$ cat src/rtl/lvint_pkg.sv
package lvint_pkg;

  localparam int REG_W = 32;
  localparam logic [REG_W-1:0] REV_VALUE = 32'h0000_0021;

  typedef enum logic [2:0] {
    GR_REV, GR_CFG, GR_STAT, GR_SIRQ, GR_SFIQ, GR_CTRL, GR_IDLE, GR_NONE
  } glob_reg_e;

  // Encoding equals word index inside a bank window.
  typedef enum logic [2:0] {
    BR_RAW  = 3'd0,
    BR_MASK = 3'd1,
    BR_MCLR = 3'd2,
    BR_MSET = 3'd3,
    BR_SSET = 3'd4,
    BR_SCLR = 3'd5,
    BR_PIRQ = 3'd6,
    BR_PFIQ = 3'd7
  } bank_reg_e;

  typedef struct packed {
    logic      glob_hit;
    glob_reg_e greg;
    logic      bank_hit;
    logic [1:0] bank;
    bank_reg_e breg;
    logic      line_hit;
    logic [1:0] lbank;
    logic [4:0] line;
  } dec_t;

  // Pending view for one path.
  function automatic logic [REG_W-1:0] f_view(input logic [REG_W-1:0] pend,
                                              input logic [REG_W-1:0] mask,
                                              input logic [REG_W-1:0] route,
                                              input logic want_fiq);
    return pend & ~mask & (want_fiq ? route : ~route);
  endfunction

  function automatic logic [REG_W-1:0] f_mask_next(input logic [REG_W-1:0] mask,
                                                   input logic we,
                                                   input bank_reg_e breg,
                                                   input logic [REG_W-1:0] wdata);
    logic [REG_W-1:0] m;
    m = mask;
    if (we) begin
      case (breg)
        BR_MASK: m = wdata;
        BR_MCLR: m = mask & ~wdata;
        BR_MSET: m = mask | wdata;
        default: m = mask;
      endcase
    end
    return m;
  endfunction

  // Next pending word: edges, software set, software clear rebuild.
  function automatic logic [REG_W-1:0] f_pend_next(input logic [REG_W-1:0] pend,
                                                   input logic [REG_W-1:0] rise,
                                                   input logic [REG_W-1:0] fall,
                                                   input logic [REG_W-1:0] swi_n,
                                                   input logic [REG_W-1:0] lvl,
                                                   input logic sset,
                                                   input logic sclr,
                                                   input logic [REG_W-1:0] wdata);
    logic [REG_W-1:0] p;
    p = ((pend | rise) & ~fall) | (fall & swi_n);
    if (sset) p = p | wdata;
    if (sclr) p = (swi_n & lvl) | rise;
    return p;
  endfunction

endpackage

$ cat src/rtl/lvint_decode.sv
module lvint_decode
  import lvint_pkg::*;
#(
  parameter int AW     = 12,
  parameter int NBANKS = 4
) (
  input  logic [AW-1:0] addr,
  output dec_t          dec
);
  localparam int GLOB_END  = 128;
  localparam int BANK_END  = 256;
  localparam int LINE_BASE = 256;
  localparam int LINE_END  = LINE_BASE + 128 * NBANKS;

  logic [8:0] off;
  assign off = 9'(addr - AW'(LINE_BASE));

  always_comb begin
    dec      = '0;
    dec.greg = GR_NONE;
    dec.breg = BR_RAW;
    if (addr[1:0] == 2'b00) begin
      if (addr < AW'(GLOB_END)) begin
        dec.glob_hit = 1'b1;
        case (addr[6:0])
          7'h00:   dec.greg = GR_REV;
          7'h10:   dec.greg = GR_CFG;
          7'h14:   dec.greg = GR_STAT;
          7'h40:   dec.greg = GR_SIRQ;
          7'h44:   dec.greg = GR_SFIQ;
          7'h48:   dec.greg = GR_CTRL;
          7'h50:   dec.greg = GR_IDLE;
          default: dec.glob_hit = 1'b0;
        endcase
      end else if (addr < AW'(BANK_END)) begin
        if (int'(addr[6:5]) < NBANKS) begin
          dec.bank_hit = 1'b1;
          dec.bank     = addr[6:5];
          dec.breg     = bank_reg_e'(addr[4:2]);
        end
      end else if (addr < AW'(LINE_END)) begin
        dec.line_hit = 1'b1;
        dec.lbank    = off[8:7];
        dec.line     = off[6:2];
      end
    end
  end
endmodule

$ cat src/rtl/lvint_global.sv
module lvint_global
  import lvint_pkg::*;
#(
  parameter int CW = 7
) (
  input  logic             clk,
  input  logic             rst_n,
  input  logic             we,
  input  glob_reg_e        greg,
  input  logic [2:0]       wbits,
  input  logic [CW-1:0]    irq_code,
  input  logic [CW-1:0]    fiq_code,
  output logic             srst,
  output logic             gmask,
  output logic             irq_agr,
  output logic             fiq_agr,
  output logic [REG_W-1:0] rdata
);
  logic       autoidle_q;
  logic [1:0] idle_q;

  assign srst = we && (greg == GR_CFG) && wbits[1];

  always_ff @(posedge clk or negedge rst_n) begin
    if (!rst_n) begin
      autoidle_q <= 1'b0;
      idle_q     <= 2'b00;
      gmask      <= 1'b0;
      irq_agr    <= 1'b0;
      fiq_agr    <= 1'b0;
    end else begin
      irq_agr <= we && (greg == GR_CTRL) && wbits[0];
      fiq_agr <= we && (greg == GR_CTRL) && wbits[1];
      if (srst) begin
        autoidle_q <= 1'b0;
        idle_q     <= 2'b00;
        gmask      <= 1'b0;
      end else if (we) begin
        case (greg)
          GR_CFG:  autoidle_q <= wbits[0];
          GR_CTRL: gmask      <= wbits[2];
          GR_IDLE: idle_q     <= wbits[1:0];
          default: ;
        endcase
      end
    end
  end

  always_comb begin
    case (greg)
      GR_REV:  rdata = REV_VALUE;
      GR_CFG:  rdata = REG_W'(autoidle_q);
      GR_STAT: rdata = REG_W'(1);
      GR_SIRQ: rdata = REG_W'(irq_code);
      GR_SFIQ: rdata = REG_W'(fiq_code);
      GR_CTRL: rdata = REG_W'({gmask, 2'b00});
      GR_IDLE: rdata = REG_W'(idle_q);
      default: rdata = '0;
    endcase
  end

  // an agreement pulse only follows a bus write
  p_agr_irq_r11: assert property (@(posedge clk) disable iff (!rst_n)
    irq_agr |-> $past(we));
  p_agr_fiq_r11: assert property (@(posedge clk) disable iff (!rst_n)
    fiq_agr |-> $past(we));
  // global mask changes only on a write
  p_gmask_hold_r10: assert property (@(posedge clk) disable iff (!rst_n)
    !we |=> $stable(gmask));
endmodule

$ cat src/rtl/lvint_bank.sv
module lvint_bank
  import lvint_pkg::*;
#(
  parameter int PW = 6
) (
  input  logic                clk,
  input  logic                rst_n,
  input  logic                srst,
  input  logic                we,
  input  bank_reg_e           breg,
  input  logic [REG_W-1:0]    wdata,
  input  logic                cfg_we,
  input  logic [4:0]          cfg_line,
  input  logic [REG_W-1:0]    lvl,
  output logic [REG_W-1:0]    mask,
  output logic [REG_W-1:0]    pend,
  output logic [REG_W-1:0]    route,
  output logic [REG_W*PW-1:0] prio_flat,
  output logic [REG_W-1:0]    rdata
);
  logic [REG_W-1:0] raw_q, swi_q, swi_n, rise, fall;
  logic sset, sclr;

  assign rise = lvl & ~raw_q;
  assign fall = ~lvl & raw_q;
  assign sset = we && (breg == BR_SSET);
  assign sclr = we && (breg == BR_SCLR);

  always_comb begin
    swi_n = swi_q;
    if (sset) swi_n = swi_q | wdata;
    if (sclr) swi_n = swi_q & ~wdata;
  end

  always_ff @(posedge clk or negedge rst_n) begin
    if (!rst_n) begin
      raw_q <= '0;
      mask  <= '1;
      swi_q <= '0;
      pend  <= '0;
    end else if (srst) begin
      raw_q <= '0;
      mask  <= '1;
      swi_q <= '0;
      pend  <= '0;
    end else begin
      raw_q <= lvl;
      mask  <= f_mask_next(mask, we, breg, wdata);
      swi_q <= swi_n;
      pend  <= f_pend_next(pend, rise, fall, swi_n, lvl, sset, sclr, wdata);
    end
  end

  for (genvar l = 0; l < REG_W; l++) begin : g_line
    logic [PW-1:0] prio_r;
    logic          route_r;
    always_ff @(posedge clk or negedge rst_n) begin
      if (!rst_n) begin
        prio_r  <= '0;
        route_r <= 1'b0;
      end else if (srst) begin
        prio_r  <= '0;
        route_r <= 1'b0;
      end else if (cfg_we && (cfg_line == 5'(l))) begin
        prio_r  <= wdata[2 +: PW];
        route_r <= wdata[0];
      end
    end
    assign prio_flat[l*PW +: PW] = prio_r;
    assign route[l]              = route_r;
  end

  always_comb begin
    case (breg)
      BR_RAW:  rdata = raw_q;
      BR_MASK: rdata = mask;
      BR_SSET: rdata = swi_q;
      BR_PIRQ: rdata = f_view(pend, mask, route, 1'b0);
      BR_PFIQ: rdata = f_view(pend, mask, route, 1'b1);
      default: rdata = '0;
    endcase
  end

  // cleared mask bits are zero afterwards
  p_mask_clr_r4: assert property (@(posedge clk) disable iff (!rst_n)
    (we && breg == BR_MCLR) |=> ((mask & $past(wdata)) == '0));
  // software set lands in pending
  p_swset_r6: assert property (@(posedge clk) disable iff (!rst_n)
    (we && breg == BR_SSET) |=> ((pend & $past(wdata)) == $past(wdata)));
  // a rising line is pending one edge later
  p_rise_r5: assert property (@(posedge clk) disable iff (!rst_n)
    !srst |=> ((pend & $past(rise)) == $past(rise)));
  // soft reset restores the bank
  p_srst_r3: assert property (@(posedge clk) disable iff (!rst_n)
    srst |=> (mask == '1 && swi_q == '0 && pend == '0 && route == '0));
endmodule

$ cat src/rtl/lvint_regs.sv
module lvint_regs
  import lvint_pkg::*;
#(
  parameter int AW     = 12,
  parameter int NBANKS = 4,
  parameter int PW     = 6
) (
  input  logic                        clk,
  input  logic                        rst_n,
  input  logic                        bus_sel,
  input  logic                        bus_wr,
  input  logic [AW-1:0]               bus_addr,
  input  logic [31:0]                 bus_wdata,
  output logic [31:0]                 bus_rdata,
  output logic                        bus_err,
  input  logic [NBANKS*32-1:0]        irq_lines,
  input  logic [$clog2(NBANKS*32)-1:0] arb_irq_code,
  input  logic [$clog2(NBANKS*32)-1:0] arb_fiq_code,
  output logic [NBANKS*32-1:0]        irq_req,
  output logic [NBANKS*32-1:0]        fiq_req,
  output logic [NBANKS*32*PW-1:0]     line_prio,
  output logic                        irq_agr,
  output logic                        fiq_agr
);
  localparam int LPB    = REG_W;
  localparam int NLINES = NBANKS * LPB;
  localparam int CW     = $clog2(NLINES);

  dec_t dec;
  logic acc_wr, srst, gmask;
  logic [REG_W-1:0] g_rdata, rd_next;
  logic err_next;

  logic [LPB-1:0]    b_mask  [NBANKS];
  logic [LPB-1:0]    b_pend  [NBANKS];
  logic [LPB-1:0]    b_route [NBANKS];
  logic [LPB-1:0]    b_rdata [NBANKS];
  logic [LPB*PW-1:0] b_prio  [NBANKS];

  assign acc_wr = bus_sel && bus_wr;

  lvint_decode #(.AW(AW), .NBANKS(NBANKS)) u_dec (
    .addr (bus_addr),
    .dec  (dec)
  );

  lvint_global #(.CW(CW)) u_glob (
    .clk      (clk),
    .rst_n    (rst_n),
    .we       (acc_wr && dec.glob_hit),
    .greg     (dec.greg),
    .wbits    (bus_wdata[2:0]),
    .irq_code (arb_irq_code),
    .fiq_code (arb_fiq_code),
    .srst     (srst),
    .gmask    (gmask),
    .irq_agr  (irq_agr),
    .fiq_agr  (fiq_agr),
    .rdata    (g_rdata)
  );

  for (genvar b = 0; b < NBANKS; b++) begin : g_bank
    lvint_bank #(.PW(PW)) u_bank (
      .clk       (clk),
      .rst_n     (rst_n),
      .srst      (srst),
      .we        (acc_wr && dec.bank_hit && (dec.bank == 2'(b))),
      .breg      (dec.breg),
      .wdata     (bus_wdata),
      .cfg_we    (acc_wr && dec.line_hit && (dec.lbank == 2'(b))),
      .cfg_line  (dec.line),
      .lvl       (irq_lines[b*LPB +: LPB]),
      .mask      (b_mask[b]),
      .pend      (b_pend[b]),
      .route     (b_route[b]),
      .prio_flat (b_prio[b]),
      .rdata     (b_rdata[b])
    );
    assign irq_req[b*LPB +: LPB] = gmask ? '0 : f_view(b_pend[b], b_mask[b], b_route[b], 1'b0);
    assign fiq_req[b*LPB +: LPB] = gmask ? '0 : f_view(b_pend[b], b_mask[b], b_route[b], 1'b1);
    assign line_prio[b*LPB*PW +: LPB*PW] = b_prio[b];
  end

  always_comb begin
    rd_next  = '0;
    err_next = bus_sel && !(dec.glob_hit || dec.bank_hit || dec.line_hit);
    if (dec.glob_hit) begin
      rd_next = g_rdata;
    end else if (dec.bank_hit) begin
      rd_next = b_rdata[dec.bank];
    end else if (dec.line_hit) begin
      rd_next[2 +: PW] = b_prio[dec.lbank][dec.line*PW +: PW];
      rd_next[0]       = b_route[dec.lbank][dec.line];
    end
  end

  always_ff @(posedge clk or negedge rst_n) begin
    if (!rst_n) begin
      bus_rdata <= '0;
      bus_err   <= 1'b0;
    end else begin
      bus_rdata <= (bus_sel && !bus_wr && !err_next) ? rd_next : '0;
      bus_err   <= err_next;
    end
  end

  // error only after an access, and with zero data
  p_err_src_r2: assert property (@(posedge clk) disable iff (!rst_n)
    bus_err |-> $past(bus_sel));
  p_err_zero_r2: assert property (@(posedge clk) disable iff (!rst_n)
    bus_err |-> (bus_rdata == '0));
  // a line never requests both paths
  p_split_r8: assert property (@(posedge clk) disable iff (!rst_n)
    (irq_req & fiq_req) == '0);
  // global mask silences both request vectors
  p_gmask_r10: assert property (@(posedge clk) disable iff (!rst_n)
    gmask |-> (irq_req == '0 && fiq_req == '0));
endmodule

$ cat config.mk
export PLATFORM = sky130hd
export DESIGN_NAME = lvint_regs
export DESIGN_NICKNAME = d
export VERILOG_FILES = /design/src/rtl/lvint_pkg.sv /design/src/rtl/lvint_decode.sv /design/src/rtl/lvint_global.sv /design/src/rtl/lvint_bank.sv /design/src/rtl/lvint_regs.sv
export SDC_FILE = /design/constraint.sdc
export NUM_CORES = 2
export LEC_CHECK = 0
export ABC_AREA = 1
export BUFFER_PORTS_ARGS = -buffer_cell sky130_fd_sc_hd__buf_4
export CAP_MARGIN = 20
export CORE_ASPECT_RATIO = 1.4
export CORE_MARGIN = 1
export CORE_UTILIZATION = 25
export DETAILED_ROUTE_END_ITERATION = 8
export RECOVER_POWER = 25
export SETUP_SLACK_MARGIN = 0.2
export SLEW_MARGIN = 20
export SYNTH_ARGS = -nofsm -noshare
export SYNTH_HDL_FRONTEND = slang
export SYNTH_HIERARCHICAL = 1
export SYNTH_SLANG_ARGS = --single-unit
$ cat constraint.sdc
create_clock -name clk -period 2.1 [get_ports clk]
set_input_delay 0.42 -clock clk [delete_from_list [all_inputs] [get_ports clk]]
set_output_delay 0.42 -clock clk [all_outputs]
set_load 0.1 [all_outputs]
### After elaboration in Yosys (flattened, before gate mapping)

Cells that the tools add are included.

| storage, ports and cells | value |
|---|---|
| bits in registers | 1447 |
| input bits | 190 |
| logic and storage cells | 1345 |

| operators by class | value |
|---|---|
| $add $sub $neg | 1 |
| multipliers | 1 |
| magnitude comparators | 6 |
| equality and inequality tests | 56 |
| shifts and indexed selects | 1 |
| multiplexer cells | 601 |
| bitwise gates (word level) | 87 |
| reductions and logical operators | 313 |

Operator list:

| kind | number |
|---|---|
| 32-bit two-way mux | 50 |
| 6-bit two-way mux | 259 |
| 32-bit bitwise AND | 40 |
| 32-bit OR | 24 |
| 32-bit inverter | 21 |
| 32-bit one-hot mux with 5 select lines | 4 |
| 192-bit binary-select mux with 2-bit select | 1 |
| 192-bit two-way mux | 2 |
| 32-bit one-hot mux with 3 select lines | 4 |
| 2-bit nonzero test | 136 |
| 1-bit two-way mux | 267 |
| 192-bit by 9-bit indexed part select with 6-bit output | 1 |
| 1-bit logical AND | 156 |
| 32-bit binary-select mux with 2-bit select | 2 |
| 5-bit equality test, second input constant | 16 |
| 7-bit one-hot mux with 7 select lines | 1 |
| 5-bit by 4-bit equality test with 1-bit output, second input constant | 8 |
| 7-bit equality test, second input constant | 4 |
| 24-bit two-way mux | 1 |
| 3-bit equality test, second input constant | 7 |
| 3-bit one-hot mux with 7 select lines | 1 |
| 5-bit by 3-bit equality test with 1-bit output, second input constant | 4 |
| 18-bit two-way mux | 1 |
| 8-bit two-way mux | 2 |
| other kinds (28) | 54 |

### Logic depth before layout (Yosys ltp)

| depth | value |
|---|---|
| word-level depth | 16 |
| gate-level depth with buffers | 24 |
| gate-level depth less buffers | 19 |

### By module

Netlist, hierarchy kept.

Modules (own cells, without submodules):

| module | instances | cells each | area each (µm²) | seq. area each (µm²) |
|---|---|---|---|---|
| lvint_bank (g_bank[1].u_bank ...) | 2 | 2234 | 17311.6 | 8848.5 |
| lvint_bank (g_bank[0].u_bank) | 1 | 2284 | 17310.4 | 8848.5 |
| lvint_bank (g_bank[3].u_bank) | 1 | 2210 | 17048.9 | 8848.5 |
| lvint_regs | 1 | 2887 | 13645.6 | 825.8 |
| lvint_global | 1 | 88 | 630.6 | 150.1 |
| lvint_decode | 1 | 69 | 314.1 | 0.0 |

### Worst setup path before layout

Ideal clock, no wire load.

| timing path | value |
|---|---|
| path kind | reg2out |
| start | register u_glob.gmask |
| end | output port fiq_req[102] |
| arrival | 3.982 ns |
| data required time | 1.680 ns |
| setup slack | -2.302 ns |
| stages on the path, launching flop included | 4 |
| buffers on the path | 2 |
| cells stage by stage | dfrtp_1 -> clkbuf_1 -> clkbuf_1 -> nor4b_1 |

| on the way | value |
|---|---|
| word-level cells in the longest chain between the ends | 1 |

Ends and longest elaborated chain:

| item | RTL line | text |
|---|---|---|
| from (decl) | lvint_global.sv:14 | `output logic gmask,` |
| from (signal assigned) | lvint_global.sv:41 | `GR_CTRL: gmask <= wbits[2];` |
| 32-bit two-way mux | lvint_regs.sv:80 | `assign fiq_req[b*LPB +: LPB] = gmask ? '0 : f_view(b_pend[b], b_mask[b], b_route[b], 1'b1);` |
| to (decl) | lvint_regs.sv:20 | `output logic [NBANKS*32-1:0] fiq_req,` |

No other way between the ends.

### Worst setup path after layout

| timing path | value |
|---|---|
| start | register u_glob.gmask |
| end | output port irq_req[107] |

| on the way | value |
|---|---|
| word-level cells in the longest chain between the ends | 1 |

Ends and longest elaborated chain:

| item | RTL line | text |
|---|---|---|
| 32-bit two-way mux | lvint_regs.sv:79 | `assign irq_req[b*LPB +: LPB] = gmask ? '0 : f_view(b_pend[b], b_mask[b], b_route[b], 1'b0);` |
| to (decl) | lvint_regs.sv:19 | `output logic [NBANKS*32-1:0] irq_req,` |

No other way between the ends.

==> flow_summary_export.csv <==
group,metric,value,unit
yosys,postSynthRegisterBits,1447,
finish,final_area,132000,sq um
floorplanning,die_h,686,um
cts,clkLatencyLatePin,0.92,ns
floorplanning,ioPinCount,1249,
drt,route.vias.total,101847,
grt,grt_first_pass_wirelength,872000,um
placed_design,portBuffers,1248,
grt,grt_pass1_vias,96518,
timing,hold_viol,0,
yosys,synth_top_flop_cell,"dfrtp_1",
yosys,ys.warnings.count,6,
drt,routed_via_density,5.32,
drt,route.detailed.drc,0,
timing,clock.fmax,321,MHz
pwr,power_density,546,nW/um^2
placed_design,postPlaceCellArea,117000,sq um
critical_path,crit_path_max_fanout,21,
placed_design,detailedPlacementHpwl,519000,um
finish,layout.area.seq,36400,sq um
timing,period_utilization,148,%
floorplanning,die_area,337000,sq um
cts,cts_buffer_depth,4,
yosys,ys_types,40,
floorplanning,core,332000,sq um
critical_path,crit_type,"reg2out",
critical_path,max_stage_delay,0.51,ns
drt,antenna_violating_nets_post_route,0,
floorplanning,dieWidth,491,um
pwr,power.leakage,65.5,nW
critical_path,r2r_slack,-0.16,ns
yosys,syn_avg_cell_area,6.96,sq um
cts,h-tree-depth,4,
floorplanning,floorplan.initialDensity,25.2,%
timing,slew_viol_final,0,
floorplanning,placementRows,250,
timing,layout_setup_ws,-1.01,ns
status,violations,"negative setup slack",
critical_path,worst_reg_to_reg_cells,10,
critical_path,worst_ep_required_time,1.68,ns
yosys,number_of_enable_flip_flop_cells_after_synthesis,0,
critical_path,timing.critical_path.slowest_stage_cell,"dfrtp_4",
min_path,hold_class,"in2reg",
status,status,"finished with violations",
cts,tritoncts_num_sinks,1447,
critical_path,crit-reg2reg-launch,"g_bank[0].u_bank/g_line[13].route_r",
cts,tritoncts.num_buffers,176,
cts,tritoncts,"done",
placed_design,routabilityCongestion,1.08,
timing,grt_setup_unrepaired,"yes",
yosys,async_flop_share,100,%
timing,finalSetupViolations,2194,
pwr,finalPower,71.9,mW
critical_path,cell_repeated_most_along_the_worst_path,"buf_12",
finish,multi_input_comb_area,43700,sq um
grt,track_usage,38.2,%
finish,share_of_cells_above_drive_strength_1,29.2,%
drt,avgRoutedWirePerCell,34.7,um
critical_path,crit_path_start_kind,"flip-flop",
min_path,hp-start,"bus_wdata[24]",
yosys,mappedNetlistArea,83600,sq um
critical_path,critPathCaptureType,"output pin",
drt,wl,664000,um
critical_path,data_arrival_critical_path,2.69,ns
pwr,maximum_vdd_drop,562,uV
drt,dr.first_iter.drc_count,12783,
finish,layout_common_cells,"nand2_1 (3559), buf_4 (2129), dfrtp_1 (1316)",
grt,grt.overflow.total,0,
yosys,ys_seq_area_share,43.5,%
finish,layout.cells.most_common,"nand2_1",
yosys,syn-instance-count,12006,
cts,cts.clk_slew.worst_paths,0.06,ns
timing,worst_slew_margin_rel,6.03,%
finish,nNetsFinal,14764,
critical_path,crit_end,"irq_req[107]",
timing,final_period_minus_worst_setup_slack,3.11,ns
drt,drt-pass1-iter-count,7,
critical_path,timing.critical_path.cells,"buf_12 > buf_12 > nor4_4 > buf_4 > buf_12",
critical_path,critPathLaunch,"u_glob/gmask",
cts,root_buffer_master,"clkbuf_16",
grt,initial_antenna_violation_count,45,
timing,fin_skew,0.0777,ns
critical_path,worst_r2r_endpoint,"bus_rdata[0]",
finish,nFillCells,34036,
grt,maximum_number_of_pins_on_one_net_before_global_route_repair,79,
flow_run,maxCapViolCount,0,
timing,worst_pin_slew,1.41,ns
finish,flow.area_growth_from_synthesis,57.4,%
## power breakdown
part           total (mW)  internal, mW  leakage (nW)  switching, mW
registers            28.8          28.3          18.0          0.448
logic                11.1          3.70          44.7           7.36
clock network        32.1          18.2          2.81           13.9
total                71.9          50.2          65.5           21.7
## stage by stage
stage	setup TNS, ns	setup slack (ns)	util (%)	instances	hold slack [ns]
2_1_floorplan	-1341.75	-2.04	-	12030	0.124
3_5_place_dp	-1615.09	-1.69	35.2	18421	0.394
4_1_cts	-380.81	-0.992	39.6	19109	0.0000482
3_3_place_gp	-1619.67	-1.70	35.2	18421	0.393
5_1_grt	-636.46	-0.995	39.6	19123	0.0448
6_report	-522.97	-1.01	39.6	19132	0.0414
## state kept, by name, summed over array words and instances, names as in the netlist
register and count:
bus_err 1, bus_rdata 32, g_bank.u_bank/g_line.prio_r 768, g_bank.u_bank/g_line.route_r 128
g_bank.u_bank/mask 128, g_bank.u_bank/pend 128, g_bank.u_bank/raw_q 128, g_bank.u_bank/swi_q 128
u_glob/autoidle_q 1, u_glob/fiq_agr 1, u_glob/gmask 1, u_glob/idle_q 2
u_glob/irq_agr 1
## Yosys cell counts (all sizes together) (4+ instances only)
| library cell | n | area (sq um) |
|---|---|---|
| clkbuf | 284 | 1070 |
| o22ai | 61 | 382 |
| nand3 | 1230 | 6170 |
| buf | 587 | 3670 |
| a21oi | 243 | 1220 |
| nand4 | 124 | 782 |
| o2111ai | 45 | 394 |
| nand2 | 3781 | 14300 |
| a22oi | 50 | 375 |
| xor2 | 22 | 193 |
| inv | 1213 | 4560 |
| nor4b | 52 | 455 |
| dfrtp | 1319 | 33000 |
| nand3b | 12 | 90.1 |
| xnor2 | 54 | 473 |
| nor2 | 1246 | 4830 |
| o21ai | 1339 | 6880 |
| dfstp | 128 | 3360 |
| nor4 | 205 | 1280 |
| nor3 | 4 | 47.5 |
## routing by layer
| metal | wire length (um) | vias to the layer above | share of wire (%) | track usage, % |
|---|---|---|---|---|
| met5 | 149 | - | 0.022 | 0 |
| met2 | 297000 | 6479 | 45 | 60.6 |
| met3 | 63000 | 1885 | 9.5 | 10.4 |
| met1 | 223000 | 49791 | 34 | 40.6 |
| li1 | - | 43670 | - | - |
| met4 | 81600 | 22 | 12 | 37.8 |
## layout make-up
| cell class | count | share of cell area [%] |
|---|---|---|
| Timing Repair inverter | 5 | 0.0380 |
| Clock buffer | 256 | 3.85 |
| Inverter | 1214 | 3.60 |
| Timing Repair Buffer | 3231 | 26.9 |
| Clock inverter | 52 | 0.486 |
| Antenna cell | 18 | 0.0342 |
| Multi-Input combinational cell | 8499 | 33.2 |
| Sequential cell | 1447 | 27.7 |
| Tap cell | 4410 | 4.19 |
## cells by family after synthesis
group / after synthesis / share of synthesized area, %
AOI/OAI and AO/OA: 1743 / 11.1
xor gates and xnor gates: 76 / 0.796
buffers and inverters: 2085 / 11.1
DFF: 1447 / 43.5
other: 1 / 0.00449
and+or+nand+nor: 6654 / 33.4
## worst min path at each step
stage / end / depth (start not counted)
after global routing: g_bank[2].u_bank/mask[14] / 3
final: g_bank[0].u_bank/mask[24] / 3
after detailed placement: g_bank[2].u_bank/g_line[15].prio_r[2] / 1
after CTS: g_bank[2].u_bank/mask[16] / 3
after global placement: g_bank[2].u_bank/g_line[15].prio_r[2] / 1
after floorplan: bus_err / 0
## critical path, delay by kind of cell, from the launching register on
kind                   cells  cell delay (ns)
buffers and inverters      4             0.79
flip-flops                 1             0.51
AND/OR/NAND/NOR            1             0.39
## what timing repair did
| action | in CTS | in global routing |
|---|---|---|
| hold endpoints to repair | 845 | 0 |
| setup endpoints to repair | 2479 | 2490 |
| gates cloned | 72 | 3 |
| buffers inserted | 167 | 2 |
| resized for setup | 1110 | 45 |
| hold buffers | 141 | 0 |
| pin swaps | 203 | 10 |
(Power assumes the default switching activity.)
